===== config.mk =====
export PLATFORM = sky130hd
export DESIGN_NAME = codec_spi_host
export DESIGN_NICKNAME = d
export VERILOG_FILES = /design/src/rtl/codec_spi_pkg.sv /design/src/rtl/codec_spi_tick.sv /design/src/rtl/codec_spi_shreg.sv /design/src/rtl/codec_spi_host.sv
export SDC_FILE = /design/constraint.sdc
export NUM_CORES = 1
export LEC_CHECK = 0
export BUFFER_PORTS_ARGS = -buffer_cell sky130_fd_sc_hd__clkbuf_2
export CAP_MARGIN = 25
export CELL_PAD_IN_SITES_DETAIL_PLACEMENT = 1
export CELL_PAD_IN_SITES_GLOBAL_PLACEMENT = 2
export CORE_ASPECT_RATIO = 1.25
export CORE_MARGIN = 5
export CORE_UTILIZATION = 35
export CTS_BUF_LIST = sky130_fd_sc_hd__clkbuf_16
export DETAILED_ROUTE_END_ITERATION = 12
export GPL_ROUTABILITY_DRIVEN = 0
export PLACE_DENSITY_LB_ADDON = 0.1
export SKIP_LAST_GASP = 1
export SYNTH_ARGS = -nofsm -noshare
export SYNTH_HDL_FRONTEND = slang
export SYNTH_SLANG_ARGS = --single-unit

===== constraint.sdc =====
create_clock -name clk -period 3.35 [get_ports clk]
set_input_delay 0.1675 -clock clk [delete_from_list [all_inputs] [get_ports clk]]
set_output_delay 0.1675 -clock clk [all_outputs]
set_load 0.05 [all_outputs]

===== src/rtl/codec_spi_pkg.sv =====
package codec_spi_pkg;

    typedef enum logic [2:0] {
        PH_IDLE,
        PH_SETUP,
        PH_HIGH,
        PH_LOW,
        PH_HOLD,
        PH_GAP,
        PH_WAIT
    } phase_e;

    localparam logic [7:0] OPC_WRITE = 8'h02;
    localparam logic [7:0] OPC_READ  = 8'h03;
    localparam int         BYTE_BITS = 8;

    function automatic logic [7:0] swap_bits8(input logic [7:0] v);
        logic [7:0] r;
        for (int i = 0; i < 8; i++) begin
            r[i] = v[7-i];
        end
        return r;
    endfunction

endpackage


===== src/rtl/codec_spi_tick.sv =====
module codec_spi_tick #(
    parameter int DIV_W = 8
) (
    input  logic             clk,
    input  logic             rst_n,
    input  logic             en,
    input  logic [DIV_W-1:0] half_div,
    output logic             tick
);
    typedef struct packed {
        logic [DIV_W-1:0] cnt;
    } tick_state_t;

    tick_state_t s_q, s_d;
    logic [DIV_W-1:0] span;

    always_comb begin
        span = (half_div == '0) ? DIV_W'(1) : half_div;
        tick = en && (s_q.cnt == span - DIV_W'(1));
        s_d  = s_q;
        if (!en || tick) begin
            s_d.cnt = '0;
        end else begin
            s_d.cnt = s_q.cnt + DIV_W'(1);
        end
    end

    always_ff @(posedge clk or negedge rst_n) begin
        if (!rst_n) begin
            s_q <= '0;
        end else begin
            s_q <= s_d;
        end
    end

    // the counter never runs past the programmed half-period
    assert_tick_span_R7: assert property (@(posedge clk) disable iff (!rst_n)
        en |-> (s_q.cnt < span));

endmodule


===== src/rtl/codec_spi_shreg.sv =====
module codec_spi_shreg #(
    parameter int TX_W = 32,
    parameter int RX_W = 16
) (
    input  logic            clk,
    input  logic            rst_n,
    input  logic            load,
    input  logic [TX_W-1:0] load_val,
    input  logic            shift,
    input  logic            sample,
    input  logic            miso,
    output logic            mosi,
    output logic [RX_W-1:0] rx_word
);
    typedef struct packed {
        logic [TX_W-1:0] tx;
        logic [RX_W-1:0] rx;
    } sr_state_t;

    sr_state_t s_q, s_d;

    always_comb begin
        s_d = s_q;
        if (load) begin
            s_d.tx = load_val;
        end else if (shift) begin
            s_d.tx = {s_q.tx[TX_W-2:0], 1'b0};
        end
        if (sample) begin
            s_d.rx = {s_q.rx[RX_W-2:0], miso};
        end
    end

    always_ff @(posedge clk or negedge rst_n) begin
        if (!rst_n) begin
            s_q <= '0;
        end else begin
            s_q <= s_d;
        end
    end

    assign mosi    = s_q.tx[TX_W-1];
    assign rx_word = s_q.rx;

    // new data is loaded and shifted only on separate falling-edge events
    assert_load_shift_excl_R7: assert property (@(posedge clk) disable iff (!rst_n)
        !(load && shift));

endmodule


===== src/rtl/codec_spi_host.sv =====
module codec_spi_host #(
    parameter int DIV_W  = 8,
    parameter int WAIT_W = 16,
    parameter int BURST  = 32,
    parameter int ADDR_W = 8,
    parameter int WORD_W = 16
) (
    input  logic              clk,
    input  logic              rst_n,
    input  logic [DIV_W-1:0]  cfg_half_div,
    input  logic              cfg_lsb_first,
    input  logic [WAIT_W-1:0] cfg_wait,
    input  logic              cmd_valid,
    output logic              cmd_ready,
    input  logic              cmd_write,
    input  logic [ADDR_W-1:0] cmd_addr,
    input  logic [WORD_W-1:0] cmd_wdata,
    output logic              rd_valid,
    output logic [WORD_W-1:0] rd_data,
    input  logic              aud_valid,
    output logic              aud_ready,
    input  logic [7:0]        aud_data,
    input  logic              dreq,
    output logic              sclk,
    output logic              mosi,
    input  logic              miso,
    output logic              ctl_cs_n,
    output logic              dat_cs_n
);
    import codec_spi_pkg::*;

    localparam int CTL_BITS = 8 + ADDR_W + WORD_W;
    localparam int BIT_W    = $clog2(CTL_BITS);
    localparam int BYTE_W   = $clog2(BURST + 1);
    localparam logic [BIT_W-1:0]  CTL_LAST = BIT_W'(CTL_BITS - 1);
    localparam logic [BIT_W-1:0]  AUD_LAST = BIT_W'(BYTE_BITS - 1);
    localparam logic [BYTE_W-1:0] BURST_N  = BYTE_W'(BURST);

    typedef struct packed {
        phase_e              ph;
        logic                sclk;
        logic                ctl_cs_n;
        logic                dat_cs_n;
        logic [BIT_W-1:0]    bit_cnt;
        logic [BYTE_W-1:0]   byte_cnt;
        logic                is_ctl;
        logic                is_rd;
        logic [WAIT_W-1:0]   wait_cnt;
        logic [WORD_W-1:0]   rd_data;
        logic                rd_valid;
    } host_state_t;

    host_state_t s_q, s_d;

    logic                tick;
    logic                clk_en;
    logic                load;
    logic [CTL_BITS-1:0] load_val;
    logic                shift;
    logic                sample;
    logic [WORD_W-1:0]   rx_word;
    logic [BIT_W-1:0]    last_bit;
    logic [7:0]          aud_ordered;

    assign clk_en      = (s_q.ph != PH_IDLE) && (s_q.ph != PH_WAIT);
    assign last_bit    = s_q.is_ctl ? CTL_LAST : AUD_LAST;
    assign aud_ordered = cfg_lsb_first ? swap_bits8(aud_data) : aud_data;

    codec_spi_tick #(.DIV_W(DIV_W)) u_tick (
        .clk      (clk),
        .rst_n    (rst_n),
        .en       (clk_en),
        .half_div (cfg_half_div),
        .tick     (tick)
    );

    codec_spi_shreg #(.TX_W(CTL_BITS), .RX_W(WORD_W)) u_shreg (
        .clk      (clk),
        .rst_n    (rst_n),
        .load     (load),
        .load_val (load_val),
        .shift    (shift),
        .sample   (sample),
        .miso     (miso),
        .mosi     (mosi),
        .rx_word  (rx_word)
    );

    always_comb begin
        s_d          = s_q;
        s_d.rd_valid = 1'b0;
        load         = 1'b0;
        load_val     = '0;
        shift        = 1'b0;
        sample       = 1'b0;
        cmd_ready    = 1'b0;
        aud_ready    = 1'b0;

        case (s_q.ph)
            PH_IDLE: begin
                if (dreq && cmd_valid) begin
                    cmd_ready    = 1'b1;
                    load         = 1'b1;
                    load_val     = {(cmd_write ? OPC_WRITE : OPC_READ), cmd_addr,
                                    (cmd_write ? cmd_wdata : {WORD_W{1'b0}})};
                    s_d.is_ctl   = 1'b1;
                    s_d.is_rd    = !cmd_write;
                    s_d.ctl_cs_n = 1'b0;
                    s_d.bit_cnt  = '0;
                    s_d.ph       = PH_SETUP;
                end else if (dreq && aud_valid) begin
                    aud_ready    = 1'b1;
                    load         = 1'b1;
                    load_val     = {aud_ordered, {(CTL_BITS-8){1'b0}}};
                    s_d.is_ctl   = 1'b0;
                    s_d.is_rd    = 1'b0;
                    s_d.dat_cs_n = 1'b0;
                    s_d.bit_cnt  = '0;
                    s_d.byte_cnt = BYTE_W'(1);
                    s_d.ph       = PH_SETUP;
                end
            end
            PH_SETUP, PH_LOW: begin
                if (tick) begin
                    s_d.sclk = 1'b1;
                    sample   = 1'b1;
                    s_d.ph   = PH_HIGH;
                end
            end
            PH_HIGH: begin
                if (tick) begin
                    s_d.sclk = 1'b0;
                    if (s_q.bit_cnt == last_bit) begin
                        if (!s_q.is_ctl && (s_q.byte_cnt < BURST_N) && dreq
                            && aud_valid && !cmd_valid) begin
                            aud_ready    = 1'b1;
                            load         = 1'b1;
                            load_val     = {aud_ordered, {(CTL_BITS-8){1'b0}}};
                            s_d.byte_cnt = s_q.byte_cnt + BYTE_W'(1);
                            s_d.bit_cnt  = '0;
                            s_d.ph       = PH_LOW;
                        end else begin
                            s_d.ph = PH_HOLD;
                        end
                    end else begin
                        shift       = 1'b1;
                        s_d.bit_cnt = s_q.bit_cnt + BIT_W'(1);
                        s_d.ph      = PH_LOW;
                    end
                end
            end
            PH_HOLD: begin
                if (tick) begin
                    s_d.ctl_cs_n = 1'b1;
                    s_d.dat_cs_n = 1'b1;
                    if (s_q.is_ctl && s_q.is_rd) begin
                        s_d.rd_valid = 1'b1;
                        s_d.rd_data  = rx_word;
                    end
                    s_d.ph = PH_GAP;
                end
            end
            PH_GAP: begin
                if (tick) begin
                    if (s_q.is_ctl && !s_q.is_rd && (cfg_wait != '0)) begin
                        s_d.wait_cnt = cfg_wait;
                        s_d.ph       = PH_WAIT;
                    end else begin
                        s_d.ph = PH_IDLE;
                    end
                end
            end
            PH_WAIT: begin
                if (s_q.wait_cnt <= WAIT_W'(1)) begin
                    s_d.ph = PH_IDLE;
                end else begin
                    s_d.wait_cnt = s_q.wait_cnt - WAIT_W'(1);
                end
            end
            default: s_d.ph = PH_IDLE;
        endcase
    end

    always_ff @(posedge clk or negedge rst_n) begin
        if (!rst_n) begin
            s_q          <= '0;
            s_q.ph       <= PH_IDLE;
            s_q.ctl_cs_n <= 1'b1;
            s_q.dat_cs_n <= 1'b1;
        end else begin
            s_q <= s_d;
        end
    end

    assign sclk     = s_q.sclk;
    assign ctl_cs_n = s_q.ctl_cs_n;
    assign dat_cs_n = s_q.dat_cs_n;
    assign rd_valid = s_q.rd_valid;
    assign rd_data  = s_q.rd_data;

    assert_cs_exclusive_R4: assert property (@(posedge clk) disable iff (!rst_n)
        ctl_cs_n || dat_cs_n);

    assert_ctl_start_dreq_R5: assert property (@(posedge clk) disable iff (!rst_n)
        $fell(ctl_cs_n) |-> $past(dreq));

    assert_dat_start_dreq_R5: assert property (@(posedge clk) disable iff (!rst_n)
        $fell(dat_cs_n) |-> $past(dreq));

    assert_sclk_idle_R7: assert property (@(posedge clk) disable iff (!rst_n)
        (ctl_cs_n && dat_cs_n) |-> !sclk);

    assert_rd_strobe_R2: assert property (@(posedge clk) disable iff (!rst_n)
        rd_valid |-> $rose(ctl_cs_n));

    assert_burst_max_R6: assert property (@(posedge clk) disable iff (!rst_n)
        s_q.byte_cnt <= BURST_N);

    assert_mosi_stable_R7: assert property (@(posedge clk) disable iff (!rst_n)
        $rose(sclk) |-> $stable(mosi));

endmodule


[After elaboration in Yosys (flattened, before gate mapping)]
Index checks and enable logic that the tools add are counted.
Operators by class
  $add $sub $neg: 5
  magnitude comparators: 2
  equality and inequality tests: 23
  mux-type cells: 61
  reductions and logical operators: 37
Operators with widths (count)
  2-to-1 mux 32 bit: 7
  2-to-1 mux 16 bit: 4
  case mux 32 bit (2 select lines): 1
  case mux 16 bit (2 select lines): 1
  2-to-1 mux 3 bit: 8
  2-to-1 mux 8 bit: 3
  != test 2 bit, second input constant: 12
  2-to-1 mux 11 bit: 2
  case mux 11 bit (2 select lines): 1
  2-to-1 mux 1 bit: 19
  case mux 3 bit (6 select lines): 1
  <= comparator 16 x 1 -> 1 bit, second input constant: 1
  nonzero test 16 bit: 1
  subtractor 16 x 1 -> 16 bit, second input constant: 1
  2-to-1 mux 5 bit: 3
  2-to-1 mux 14 bit: 1
  2-to-1 mux 6 bit: 2
  AND reduction 4 bit: 3
  AND reduction 6 bit: 2
  nonzero test 2 bit: 6
  logical AND 1 bit: 11
  equality test 3 bit, second input constant: 3
  != test 3 bit, second input constant: 3
  AND reduction 3 bit: 3
  other kinds (20): 29
Storage, ports and cells
  register bits after elaboration: 108
  output and inout bits: 23
  logic and storage cells: 142

[Logic depth before layout (Yosys ltp)]
Gate-level depths: netlist of the first run.
  depth in word-level cells: 10
  depth in mapped cells: 12

[Modules after synthesis]
Synthesis of the first run repeated with hierarchy kept, for this count alone.
Unflattened totals
  cell total of the unflattened synthesis: 613
  area, all modules: 6180.9 um^2
By module, submodules not included
  codec_spi_host: instances 1, cells an instance 358, area an instance 3288.2 um^2, seq. area each 1303.8 um^2
  codec_spi_shreg: instances 1, cells an instance 189, area an instance 2278.4 um^2, seq. area each 1201.2 um^2
  codec_spi_tick: instances 1, cells an instance 66, area an instance 614.3 um^2, seq. area each 200.2 um^2

[Worst setup path before layout of the first run]
OpenSTA, ideal clock, no wires.
  path kind: input port to flip-flop
  from: in cfg_half_div[2]
  to: reg s_q (netlist bit rd_data[10])
  setup time: 0.127 ns
  data arrival time: 2.880 ns
  required time: 3.223 ns
  setup slack: 0.343 ns
  stages on the path: 12
  cells stage by stage: nor4_4 > a31oi_1 > ha_1 > xnor2_1 > a22o_1 > a221oi_1 > and4_1 > buf_2 > nand2_2 > nor3_4 > buf_6 > mux2_1
Between the ends
  cells in the longest elaborated chain, start to end: 6
Ends and longest elaborated chain
  start, declared: line codec_spi_host.sv:10  | input logic [DIV_W-1:0] cfg_half_div,
  logical NOT 8 bit: line codec_spi_tick.sv:18  | span = (half_div == '0) ? DIV_W'(1) : half_div;
  2-to-1 mux 8 bit (*): line codec_spi_tick.sv:18
  subtractor 8 x 1 -> 8 bit (*): line codec_spi_tick.sv:19  | tick = en && (s_q.cnt == span - DIV_W'(1));
  equality test 8 bit (*): line codec_spi_tick.sv:19
  logical AND 1 bit (*): line codec_spi_tick.sv:19
  AND reduction 3 bit (no line) (*)
  end, declared: line codec_spi_host.sv:53  | host_state_t s_q, s_d;
Mark *: on every way between the ends. The rest lies on a longest branch, timed or not.
A chain may end at the register's enable or synchronous reset.

[Final worst setup path of the first run]
  from: in cfg_half_div[2]
  to: out aud_ready
Between the ends
  cells in the longest elaborated chain, start to end: 7
Ends and longest elaborated chain
  logical NOT 8 bit: line codec_spi_tick.sv:18
  2-to-1 mux 8 bit (*): line codec_spi_tick.sv:18
  subtractor 8 x 1 -> 8 bit (*): line codec_spi_tick.sv:19
  equality test 8 bit (*): line codec_spi_tick.sv:19
  logical AND 1 bit (*): line codec_spi_tick.sv:19
  2-to-1 mux 1 bit (*): line codec_spi_host.sv:131  | if (tick) begin
  case mux 1 bit (2 select lines) (*): line codec_spi_host.sv:99  | case (s_q.ph)
  end, declared: line codec_spi_host.sv:21  | output logic aud_ready,
Marks and branches as above.

==> results of run 1 <==
sequential cells by signal, indices dropped and copies added, names as in the netlist:
signal	cells
ctl_cs_n	1
u_tick.s_q	8
sclk	1
u_shreg.rx_word	16
rd_valid	1
dat_cs_n	1
u_shreg.s_q	31
rd_data	16
u_shreg.mosi	1
s_q	32
Yosys cell counts, types with 3 or more instances:
library cell,number
nor3_1,14
ha_1,6
xor2_1,8
nor2_1,43
a21o_1,3
or3_1,5
and3_1,6
a21oi_1,28
nand3b_1,4
a31oi_1,4
o21ai_0,57
nand2b_1,6
clkbuf_1,15
buf_2,3
o22a_1,3
mux2i_1,38
buf_4,18
mux2_2,25
o22ai_1,7
nand4_1,6
xnor2_1,7
a32oi_1,5
o2111ai_1,3
nand2_1,44
nor4_1,13
nand3_1,13
dfrtp_1,106
inv_1,11
mux2_1,9
logic make-up (layout without fill, tap and decap cells):
family	count (synthesis)	after routing	synth area share
multiplexers	73	73	0.139
AO/OA/AOI/OAI	131	131	0.142
XOR/XNOR	15	15	0.0234
buffers and inverters	52	136	0.0489
flip-flops	108	108	0.483
adder cells (fa/ha/maj)	6	6	0.0134
AND/OR/NAND/NOR	168	168	0.151
metrics by stage:
| step | instances | power [mW] | util |
|---|---|---|---|
| floorplan | 553 | 1.80 | - |
| global placement | 831 | 1.97 | 0.401 |
| detailed placement | 831 | 1.99 | 0.401 |
| CTS | 848 | 3.05 | 0.420 |
| global route | 849 | 3.18 | 0.421 |
| finish | 849 | 3.00 | 0.421 |
critical path: cells and delay by family:
| family | cells | cell delay (ns) |
|---|---|---|
| AOI/OAI and AO/OA | 3 | 0.67 |
| xor gates and xnor gates | 1 | 0.17 |
| adders and majority gates | 1 | 0.30 |
| buffers and inverters | 3 | 0.45 |
| and+or+nand+nor | 4 | 1.13 |
repair_timing:
action                     in CTS  in global routing
hold buffers                    1                  0
setup buffers                   0                  0
setup endpoints to repair       0                  1
hold endpoints to repair        7                  0
final cells by class:
cell class	instances	area share
Sequential cell	108	0.411
Multi-Input combinational cell	393	0.402
Timing Repair Buffer	107	0.0972
Tap cell	212	0.0403
Clock buffer	9	0.0342
Clock inverter	7	0.00874
Inverter	13	0.00741
worst paths after layout:
kind / endpoint / startpoint / depth (start not counted)
hold / removal: u_shreg.s_q[37]$_DFFE_PN0P_ / cmd_addr[5] / 3
setup reg to reg: s_q[23]$_DFFE_PN0P_ / s_q[23]$_DFFE_PN0P_ / 8
setup / recovery: aud_ready / cfg_half_div[2] / 12
min in group asynchronous: s_q[30]$_DFFE_PN0P_ / rst_n / 2
max in group asynchronous: dat_cs_n$_DFFE_PN1P_ / rst_n / 4
hold reg to reg: rd_data[9]$_DFFE_PN0P_ / rd_data[9]$_DFFE_PN0P_ / 1
layout by cell type (no fill, tap or decap), types with 7 or more instances in the layout:
cell type    n
a21oi_1     28
buf_4       19
clkbuf_16    9
clkbuf_2    84
dfrtp_1    106
inv_1       11
mux2_1       9
mux2_2      25
mux2i_1     38
nand2_1     44
nand3_1     12
nor2_1      43
nor3_1      14
nor4_1      13
o21ai_0     57
o22ai_1      7
xnor2_1      7
xor2_1       8
routing by layer:
layer  vias to the layer above  routed length [µm]
met4                         0                 197
met1                      2206                6080
met5                         -                   0
li1                       2147                   -
met3                        14                 507
met2                        74                7240
where the power goes:
group / switching (mW) / internal (mW)
clock: 0.522 / 0.519
combinational: 0.269 / 0.196
sequential: 0.107 / 1.39
==> run_results.csv, run 1 <==
group,metric,value,unit
outcome,status,"completed",
min_path,hold_path_class,"input port to register",
routing,detail_route.wl_per_cell,16.5,µm
final_layout,layout.area.seq,2710,µm²
routing,post_drt_via_cell_ratio,5.23,
synthesis,ys_seq_area_frac,0.483,
global_routing,overflow,0,
clock_tree,cts_resized,0,
routing,dr.pass1.iters,4,
sta,rsz0062_at_grt,"false",
routing,drc,0,
synthesis,synth_area,5610,µm²
final_layout,finalNetCount,702,
clock_tree,insertion_delay,0.35,ns
routing,first_iter_violations,216,
global_routing,grt_usage,0.153,
clock_tree,cts_made_buffers,9,
critical_path,worstPathRequired,3.18,ns
placed_design,dpl_cell_area,6270,µm²
clock_tree,cts_buffer_depth,2,
routing,routed-via-count,4441,
global_routing,grt_use_met2,0.267,
power,power_density,456,nW/µm²
global_routing,grt-busiest-layer,"met2",
synthesis,synth_fp_nets,623,
final_layout,fin_area,6590,µm²
synthesis,synth-seq-cells,108,
clock_tree,clk_pin_slew,0.07,ns
sta,fin_tns_setup,0,ns
synthesis,yosys-top-cells-area,"dfrtp_1, mux2i_1, o21ai_0",
sta,fmax,325,MHz
sta,setup_viol,0,
floorplanning,start_util,0.359,
critical_path,cpPeakStageDelay,0.33,ns
clock_tree,htreeDepth,3,
global_routing,grt_pass1_wl,22.9,mm
critical_path,critPathMaxFanout,7,
critical_path,worstSetupPathType,"input port to output pin",
sta,final_max_slew_viol_count,0,
sta,tightestPinTransition,0.728,ns
final_layout,multi_input_area,2650,µm²
critical_path,crit_chain,"clkbuf_2 > nor4_4 > a31oi_1 > ha_1 > xnor2_1 > a22o_1 > a221oi_1 > nand4_1 > nor3_1 > nor2_1 > inv_1 > buf_12",
synthesis,synth_area_leader_cell,"dfrtp_1",
synthesis,yosysTopAreaCellShare,0.473,
global_routing,antenna_found_initial,0,
power,ir_drop,0.210,mV
critical_path,setup.worst_path.start_class,"input port",
synthesis,async_reset_ff_frac,1.00,
final_layout,diodes,0,
synthesis,synth.distinct_cells,64,
synthesis,avgSynthCellArea,10.1,µm²
routing,routed_wl,14.0,mm
final_layout,drive_gt1_frac,0.253,
sta,fin_ws,0.278,ns
routing,detail-route-antenna-nets,0,
floorplanning,dieArea,18700,µm²
global_routing,grt_max_degree,72,
sta,whs,0.0176,ns
clock_tree,clock-sinks,108,
floorplanning,fp.dieW,123,µm
sta,skew,0.00716,ns
floorplanning,num_io_pins,87,
sta,final.min_clock_period,3.07,ns
sta,fin_crit_sh,0.917,
synthesis,synth_warnings,0,
floorplanning,coreArea,15600,µm²
final_layout,fillers,1780,
clock_tree,tritoncts,"done",
sta,slew_headroom,0.508,
final_layout,syn_to_final_growth,17.5,%
global_routing,grt_pass1_vias,4634,
critical_path,critPathSlowestCell,"nor3_1",
power,cellLeakagePower,3.34,nW
global_routing,use_met3,0.0286,
placed_design,dpl_worst_slack,0.0440,ns
floorplanning,rows,51,
placed_design,hpwlAfterDp,10.4,mm
critical_path,crit_path_end_kind,"output pin",
placed_design,portBuffers,86,
synthesis,synthCells,553,
critical_path,cp_data_arrival_time,2.90,ns
clock_tree,cts_root_buf,"clkbuf_16",
sta,hold_violations,0,
floorplanning,die_h,151,µm
synthesis,synth-edff-count,0,
job,maxCapViolCount,0,
critical_path,r2r_slack,0.69,ns
synthesis,synth_flop_cell,"dfrtp_1",
global_routing,globalRouteMet1Util,0.192,
(Power assumes the default switching activity.)
==> run 2: changes to the inputs <==
- RECOVER_POWER: unset -> 100
==> run 2 against run 1 <==
  * The flow now finishes with violations (capacitance limit, slew limit)
  * Combinational power fell by 4.3%
  * Core utilization fell by 0.85 points
  * Critical endpoint is now rd_data[8]$_DFFE_PN0P_
  * Clock skew barely moved
  * Register-to-register slack got worse by 0.33 ns
  * Flip-flop and latch count did not move
  * Total power fell by 0.89%
  * Cell count did not move
  * Sequential share of layout area rose by 0.84 points
==> run_results.csv, run 2 (synthesis gave the netlist of run 1 again) <==
group,metric,value,unit
sta,final_max_slew_viol_count,71,
sta,rsz0062_at_grt,"false",
routing,drc,0,
critical_path,worstPathRequired,3.58,ns
critical_path,crit_path_end_kind,"register",
critical_path,worstSetupPathType,"input port to register",
clock_tree,cts_root_buf,"clkbuf_16",
critical_path,r2r-end,"s_q[25]$_DFFE_PN0P_",
final_layout,drive_gt1_frac,0.198,
clock_tree,post_cts_buffers,0,
final_layout,largest-register,"s_q",
critical_path,cpPeakStageDelay,0.45,ns
sta,hold_violations,0,
sta,tightestPinTransition,1.77,ns
routing,post_drt_via_cell_ratio,5.24,
sta,skew,0.00669,ns
routing,routed-via-count,4451,
critical_path,crit_chain,"clkbuf_2 > nor4_4 > a31oi_1 > ha_1 > xnor2_1 > a22o_1 > a221oi_1 > and4_1 > nand2_1 > nor3_1 > buf_12 > mux2_1",
outcome,status,"finished, violations left",
routing,dr.pass1.iters,4,
global_routing,grt_usage,0.153,
clock_tree,insertion_delay,0.35,ns
min_path,hold-path-endpoint,"u_shreg.s_q[33]$_DFFE_PN0P_",
global_routing,grt_pass1_wl,22.9,mm
final_layout,largest_reg_flops,32,
outcome,failed_checks,"capacitance limit, slew limit",
sta,final.min_clock_period,3.10,ns
final_layout,top_regs,"s_q x32, u_shreg.s_q x31",
sta,fmax,322,MHz
power,power_density,461,nW/µm²
routing,routed_wl,14.0,mm
routing,detail-route-antenna-nets,0,
placed_design,hpwlAfterDp,10.4,mm
floorplanning,rows,51,
floorplanning,fp.dieW,123,µm
sta,setup_viol,0,
sta,fin_crit_sh,0.926,
placed_design,portBuffers,86,
power,p_total,2.97,mW
final_layout,final_common_cell,"dfrtp_1",
routing,first_iter_violations,218,
global_routing,overflow,0,
global_routing,antenna_found_initial,0,
final_layout,fillers,1799,
critical_path,r2r_slack,0.36,ns
floorplanning,die_h,151,µm
global_routing,grt_pass1_vias,4634,
critical_path,critPathSlowestCell,"and4_1",
clock_tree,tritoncts,"done",
sta,fin_tns_setup,0,ns
final_layout,diodes,0,
min_path,min_path_cells,3,
critical_path,r2r_cells,8,
floorplanning,start_util,0.359,
clock_tree,htreeDepth,3,
global_routing,grt_max_degree,72,
floorplanning,num_io_pins,87,
floorplanning,coreArea,15600,µm²
sta,slew_headroom,-0.177,
final_layout,finalNetCount,702,
clock_tree,clk_pin_slew,0.08,ns
job,maxCapViolCount,1,
clock_tree,cts_made_buffers,9,
power,ir_drop,0.212,mV
floorplanning,dieArea,18700,µm²
min_path,min_from,"cmd_addr[1]",
clock_tree,clock-sinks,108,
power,cellLeakagePower,3.22,nW
critical_path,setup.worst_path.start_class,"input port",
clock_tree,cts_buffer_depth,2,
final_layout,layout_common_cells,"dfrtp_1, clkbuf_2, o21ai_0, nand2_1, nor2_1",
final_layout,syn_to_final_growth,15.2,%
routing,detail_route.wl_per_cell,16.5,µm
min_path,hold_path_class,"input port to register",
critical_path,critPathMaxFanout,17,
critical_path,r2r_start,"s_q[23]$_DFFE_PN0P_",
critical_path,cp_data_arrival_time,3.33,ns
## run 2: worst max-delay path by stage
| stage | startpoint | endpoint | slack [ns] | cells past startpoint |
|---|---|---|---|---|
| 3_3_place_gp | cfg_half_div[2] | rd_data[3]$_DFFE_PN0P_ | 0.13 | 12 |
| 6_report | cfg_half_div[2] | rd_data[8]$_DFFE_PN0P_ | 0.25 | 12 |
| 2_1_floorplan | cfg_half_div[2] | rd_data[10]$_DFFE_PN0P_ | 0.34 | 12 |
| 3_5_place_dp | cfg_half_div[2] | rd_data[6]$_DFFE_PN0P_ | 0.04 | 12 |
| 4_1_cts | cfg_half_div[2] | aud_ready | 0.21 | 12 |
| 5_1_grt | cfg_half_div[2] | u_shreg.s_q[18]$_DFFE_PN0P_ | 0.05 | 11 |
## run 2: where the power goes
| part | internal (mW) | switching, mW | total (mW) | leakage (nW) |
|---|---|---|---|---|
| Combinational | 0.187 | 0.259 | 0.446 | 1.60 |
| Sequential | 1.39 | 0.106 | 1.49 | 1.48 |
| Clock | 0.519 | 0.516 | 1.04 | 0.142 |
## run 2: worst max-delay path, delay by kind of cell
kind                     cells  cell delay (ns)
AND/OR/NAND/NOR              4             1.32
XOR/XNOR                     1             0.17
AO/OA/AOI/OAI                3             0.68
multiplexers                 1             0.35
buffers and inverters        2             0.35
adder cells (fa/ha/maj)      1             0.30
## run 2: what timing repair did
item | 4_1_cts | 5_1_grt
endpoints found under the hold margin | 7 | 0
setup endpoints to repair | 0 | 1
resized for setup | 0 | 0
hold buffers | 1 | 0
## run 2: final cells by class
class,instances,area (µm²),share of cell area
multi-input combinational,393,2610,0.403
clock buffer,9,225,0.0349
timing repair buffer,107,549,0.0851
inverter,13,48.8,0.00756
tap,212,265,0.0411
sequential,108,2710,0.419
clock inverter,7,57.6,0.00891
## run 2: per-layer routing
metal  GRT usage  part of all wire  up-vias
met1       0.192              0.44     2209
met2       0.267              0.51       75
met4      0.0476             0.015        0
met5           0                 0        -
li1            -                 -     2152
met3      0.0286             0.039       15
## run 2: through the flow
| stage | cells | area (µm²) | util | setup slack [ns] | hold slack, ns |
|---|---|---|---|---|---|
| global route | 849 | 6460 | 0.413 | 0.0481 | 0.0127 |
| global placement | 831 | 6270 | 0.401 | 0.130 | 0.370 |
| floorplan | 553 | 5610 | - | 0.343 | -0.128 |
| CTS | 848 | 6560 | 0.420 | 0.210 | 0.00234 |
| detailed placement | 831 | 6270 | 0.401 | 0.0440 | 0.377 |
| finish | 849 | 6460 | 0.413 | 0.248 | 0.0189 |
